## src/rtl/irq_vec_pkg.sv

```systemverilog
package irq_vec_pkg;

  typedef enum logic [1:0] {
    ST_IDLE = 2'd0,
    ST_PASS = 2'd1,
    ST_HOLD = 2'd2
  } chain_st_t;

  localparam int CAUSE_CNT_END = 0;
  localparam int CAUSE_ATTN    = 1;
  localparam int CAUSE_NOREPLY = 2;

endpackage

```

## src/rtl/irq_req_latch.sv

```systemverilog
module irq_req_latch #(
  parameter int NCAUSE = 3
) (
  input  logic              clk,
  input  logic              rst_n,
  input  logic [NCAUSE-1:0] cause,
  input  logic              holding,
  input  logic              done,
  output logic              req_q,
  output logic              cause_rise
);

  logic [NCAUSE-1:0] cause_q;
  logic [NCAUSE-1:0] rise_vec;
  logic              rearm_q;

  always_ff @(posedge clk) begin
    if (!rst_n) cause_q <= '0;
    else        cause_q <= cause;
  end

  genvar gi;
  generate
    for (gi = 0; gi < NCAUSE; gi++) begin : g_edge
      assign rise_vec[gi] = cause[gi] & ~cause_q[gi];
    end
  endgenerate

  assign cause_rise = |rise_vec;

  always_ff @(posedge clk) begin
    if (!rst_n) begin
      req_q   <= 1'b0;
      rearm_q <= 1'b0;
    end else if (done) begin
      req_q   <= rearm_q | cause_rise;
      rearm_q <= 1'b0;
    end else begin
      if (cause_rise) req_q <= 1'b1;
      if (cause_rise && holding) rearm_q <= 1'b1;
    end
  end

  a_r2_edge_latches: assert property (@(posedge clk) disable iff (!rst_n)
    cause_rise |=> req_q);

  a_r7_clear_after_delivery: assert property (@(posedge clk) disable iff (!rst_n)
    (done && !rearm_q && !cause_rise) |=> !req_q);

  a_r8_rearm_restores: assert property (@(posedge clk) disable iff (!rst_n)
    (done && rearm_q) |=> req_q);

endmodule

```

## src/rtl/iak_chain_fsm.sv

```systemverilog
module iak_chain_fsm
  import irq_vec_pkg::*;
(
  input  logic clk,
  input  logic rst_n,
  input  logic iak_in,
  input  logic din,
  input  logic want,
  output logic holding,
  output logic passing,
  output logic done
);

  chain_st_t st_q, st_d;
  logic      iak_q;
  logic      iak_rise;

  always_ff @(posedge clk) begin
    if (!rst_n) iak_q <= 1'b0;
    else        iak_q <= iak_in;
  end

  assign iak_rise = iak_in & ~iak_q;

  always_comb begin
    st_d = st_q;
    unique case (st_q)
      ST_IDLE: if (iak_rise) st_d = want ? ST_HOLD : ST_PASS;
      ST_PASS: if (!iak_in)  st_d = ST_IDLE;
      ST_HOLD: if (!iak_in && !din) st_d = ST_IDLE;
      default: st_d = ST_IDLE;
    endcase
  end

  always_ff @(posedge clk) begin
    if (!rst_n) st_q <= ST_IDLE;
    else        st_q <= st_d;
  end

  assign holding = (st_q == ST_HOLD);
  assign passing = (st_q == ST_PASS);
  assign done    = holding & ~iak_in & ~din;

  a_r6_hold_while_strobed: assert property (@(posedge clk) disable iff (!rst_n)
    (holding && (iak_in || din)) |=> holding);

  a_r5_pass_no_capture: assert property (@(posedge clk) disable iff (!rst_n)
    (passing && iak_in) |=> passing);

endmodule

```

## src/rtl/vec_driver.sv

```systemverilog
module vec_driver #(
  parameter int          DW     = 16,
  parameter logic [DW-1:0] VECTOR = 16'o000124
) (
  input  logic          holding,
  output logic [DW-1:0] dal,
  output logic          dal_oe
);

  function automatic logic [DW-1:0] align_vec(input logic [DW-1:0] v);
    return {v[DW-1:2], 2'b00};
  endfunction

  localparam logic [DW-1:0] VEC_OUT = align_vec(VECTOR);

  assign dal_oe = holding;
  assign dal    = holding ? VEC_OUT : '0;

  always_comb begin
    if (dal_oe) a_r9_low_bits_zero: assert (dal[1:0] == 2'b00);
  end

endmodule

```

## src/rtl/irq_vec_responder.sv

```systemverilog
module irq_vec_responder
  import irq_vec_pkg::*;
#(
  parameter int            NCAUSE = 3,
  parameter int            DW     = 16,
  parameter logic [DW-1:0] VECTOR = 16'o000124
) (
  input  logic              clk,
  input  logic              rst_n,
  input  logic [NCAUSE-1:0] cause,
  input  logic              int_en,
  input  logic              rdy,
  input  logic              din,
  input  logic              iak_in,
  output logic              iak_out,
  output logic              irq,
  output logic              rply,
  output logic [DW-1:0]     dal,
  output logic              dal_oe
);

  logic req_q, cause_rise, holding, passing, done;

  irq_req_latch #(.NCAUSE(NCAUSE)) u_latch (
    .clk(clk), .rst_n(rst_n), .cause(cause), .holding(holding),
    .done(done), .req_q(req_q), .cause_rise(cause_rise)
  );

  iak_chain_fsm u_fsm (
    .clk(clk), .rst_n(rst_n), .iak_in(iak_in), .din(din), .want(irq),
    .holding(holding), .passing(passing), .done(done)
  );

  vec_driver #(.DW(DW), .VECTOR(VECTOR)) u_drv (
    .holding(holding), .dal(dal), .dal_oe(dal_oe)
  );

  assign irq     = req_q & int_en & rdy & ~holding;
  assign rply    = holding;
  assign iak_out = passing & iak_in;

  a_r1_no_irq_while_reply: assert property (@(posedge clk) disable iff (!rst_n)
    rply |-> !irq);

  a_r4_chain_exclusive: assert property (@(posedge clk) disable iff (!rst_n)
    !(iak_out && rply));

  a_r3_reply_carries_vector: assert property (@(posedge clk) disable iff (!rst_n)
    rply |-> (dal_oe && dal != '0 || VECTOR[DW-1:2] == '0));

  a_r10_quiet_after_reset: assert property (@(posedge clk)
    $rose(rst_n) |-> (!rply && !iak_out && !dal_oe));

endmodule

```

## config.mk

```make
export PLATFORM = sky130hd
export DESIGN_NAME = irq_vec_responder
export DESIGN_NICKNAME = d
export VERILOG_FILES = /design/src/rtl/irq_vec_pkg.sv /design/src/rtl/irq_req_latch.sv /design/src/rtl/iak_chain_fsm.sv /design/src/rtl/vec_driver.sv /design/src/rtl/irq_vec_responder.sv
export SDC_FILE = /design/constraint.sdc
export NUM_CORES = 1
export LEC_CHECK = 0
export BUFFER_PORTS_ARGS = -buffer_cell sky130_fd_sc_hd__buf_2
export CAP_MARGIN = 40
export CORE_MARGIN = 2
export CORE_UTILIZATION = 36
export CTS_CLUSTER_DIAMETER = 150
export DETAILED_ROUTE_END_ITERATION = 6
export MAX_ROUTING_LAYER = met4
export PLACE_DENSITY = 0.71
export SLEW_MARGIN = 15
export SYNTH_ARGS = -nofsm -noshare
export SYNTH_HDL_FRONTEND = slang
export SYNTH_SLANG_ARGS = --single-unit
export TNS_END_PERCENT = 50
```

## constraint.sdc

```tcl
create_clock -name clk -period 1.12 [get_ports clk]
set_input_delay 0.168 -clock clk [delete_from_list [all_inputs] [get_ports clk]]
set_output_delay 0.168 -clock clk [all_outputs]
set_load 0.01 [all_outputs]
```

==> impl_metrics.py <==
metrics = {
    "run_status": {
        "status": "finished with violations",
        "violations": "setup timing",
    },
    "yosys": {
        "ys_types": 22,
        "yosysTopAreaCell": "dfxtp_1",
        "ys_seq_area_share_pct": 32.5,
        "synth_top_area_share_pct": 32.5,
        "synth_edf_count": 0,
        "synthArstFlopShare_pct": 0,
        "synth-warning-count": 0,
        "synthTopCellsByArea": "dfxtp_1 32%, buf_4 26%, nor2b_1 6.3%",
        "synth_ff_type": "dfxtp_1",
        "syn_area_sq_um": 493,
        "ys_seq_elements": 8,
        "avgSynthCellArea_sq_um": 8.96,
        "netlist_instances": 55,
    },
    "final_layout": {
        "drive_gt1_share_pct": 40.3,
        "layout_commonest_cell": "buf_2",
        "insertedDiodeCount": 0,
        "layout_common_cells": "14 x buf_2, 13 x conb_1, 6 x dfxtp_1",
        "fin_area_sq_um": 591,
        "num-nets-final": 83,
        "syn_to_final_growth_pct": 19.8,
    },
    "timing": {
        "setup_slack_ns": -0.0920,
        "period_share_pct": 108,
        "fmax_ghz": 0.825,
        "setup_violations": 7,
        "finalSetupTns_ns": -0.323,
        "skew_ns": 0.00119,
        "drv_slew": 0,
        "hold_viol_final": 0,
        "rsz0062_at_grt": "true",
        "min_period_ns": 1.21,
        "holdWs_ns": 0.129,
    },
    "global_routing": {
        "busiest_layer": "met2",
        "use_met1_pct": 14.5,
        "globalRouteTotalUtil_pct": 12.6,
        "grt-ovfl-total": 0,
        "grtUsageMet2_pct": 20.7,
        "grtUsageMet3_pct": 1.63,
        "grt_pass1_vias": 331,
        "grt_max_degree": 9,
        "antenna_found_initial": 0,
        "grt_pass1_wl_um": 1330,
    },
    "drt": {
        "wl_per_cell_um": 9.56,
        "avgViaCountPerCell": 4.53,
        "ant_nets": 0,
        "drt_first_pass_iters": 2,
        "vias": 394,
        "drt_wl_total_um": 832,
        "drt-initial-drc-count": 2,
        "drc_errors": 0,
    },
    "setup_path": {
        "required_ns": 0.95,
        "r2r.worst_path.cells": 4,
        "crit_fanout": 7,
        "worstSetupPathType": "reg2out",
        "worstSetupStartpointType": "flop",
        "worstSetupEndpointType": "output pin",
        "cp.arrival_ns": 1.04,
    },
    "clock_tree": {
        "clk_latency_ns": 0.25,
        "cts_tree": "done",
        "cts_sinks": 8,
        "clock-root-buffer": "clkbuf_4",
        "cts_buffers": 3,
        "cts_buffer_depth": 2,
        "clk_pin_slew_worst_paths_ns": 0.05,
        "htree_levels": 1,
    },
    "floorplanning": {
        "pin_count": 29,
        "start_util_pct": 38.4,
        "die_h_um": 41.0,
        "die_area_sq_um": 1680,
        "rows": 13,
        "die_w_um": 41.0,
        "core_sq_um": 1280,
    },
    "pwr": {
        "powerDensity_nw_per_um2": 1200,
        "ir_drop_uv": 468,
        "p_leak_nw": 0.310,
    },
    "job": {
        "cap_violations": 0,
    },
    "place": {
        "placed_area_sq_um": 527,
        "dp_hpwl_um": 668,
        "post-place-ws_ns": 0.000368,
        "numPortBuffers": 15,
        "gp_congestion": 0.694,
    },
    "min_path": {
        "hold_path.class": "in2reg",
        "min_path_cells": 2,
    },
}
area by class of cell:
| cell class | instances | area, sq um |
|---|---|---|
| Fill cell | 134 | 694 |
| Multi-Input combinational cell | 41 | 269 |
| Sequential cell | 8 | 165 |
| Timing Repair Buffer | 19 | 111 |
| Clock buffer | 3 | 22.5 |
| Tap cell | 15 | 18.8 |
| Inverter | 1 | 3.75 |
cell usage after synthesis (all sizes together) (2+ instances only):
cell type	count
nor3	2
o211a	2
nor2	2
dfxtp	8
and2	5
buf	17
nor2b	5
critical path, cell delays in order (launching register included):
cell	delay [ns]
dfxtp_4	0.34
and2b_2	0.25
nor2_1	0.08
buf_2	0.13
flip-flops by register name (all words and copies together) (netlist names):
| name | cells |
|---|---|
| u_fsm.st_q | 2 |
| u_fsm.iak_q | 1 |
| u_latch.cause_q | 3 |
| u_latch.req_q | 1 |
| u_latch.rearm_q | 1 |
through the flow:
stage | power (mW) | instances | utilization (%)
2_1_floorplan | 0.466 | 67 | -
3_3_place_gp | 0.473 | 83 | 41.0
3_5_place_dp | 0.477 | 83 | 41.0
4_1_cts | 0.706 | 87 | 44.3
5_1_grt | 0.756 | 87 | 46.0
6_report | 0.706 | 87 | 46.0
per-layer routing:
| metal | vias up | routed length, um |
|---|---|---|
| met2 | 24 | 392 |
| met3 | 2 | 86 |
| met4 | 0 | 18 |
| met1 | 179 | 335 |
| li1 | 189 | - |
| met5 | - | 0 |
cells by family after synthesis:
family          count (synthesis)  synth area share [%]
compound gates                  9                  14.5
flops                           8                  32.5
other cells                     1                 0.761
buf+inv                        18                  26.6
simple gates                   18                  23.6
mux                             1                  2.03
report_power, final:
| part | internal (mW) | switching, mW |
|---|---|---|
| logic | 0.0824 | 0.0910 |
| registers | 0.306 | 0.0133 |
| clock network | 0.122 | 0.0914 |
what timing repair did:
action | 4_1_cts | 5_1_grt
resized for setup | 4 | 4
hold buffers | 0 | 0
pin swaps | 1 | 2
buffers inserted | 1 | 0
setup endpoints to repair | 8 | 10
path summary, 6_finish.rpt:
kind	endpoint	slack, ns	from
hold / removal	u_latch.cause_q[1]	0.13	cause[1]
setup reg to reg	u_latch.req_q	0.01	u_fsm.st_q[0]
setup / recovery	irq	-0.09	u_fsm.st_q[0]
hold reg to reg	u_latch.rearm_q	0.44	u_latch.rearm_q
Power figures use the tool's default switching activity.
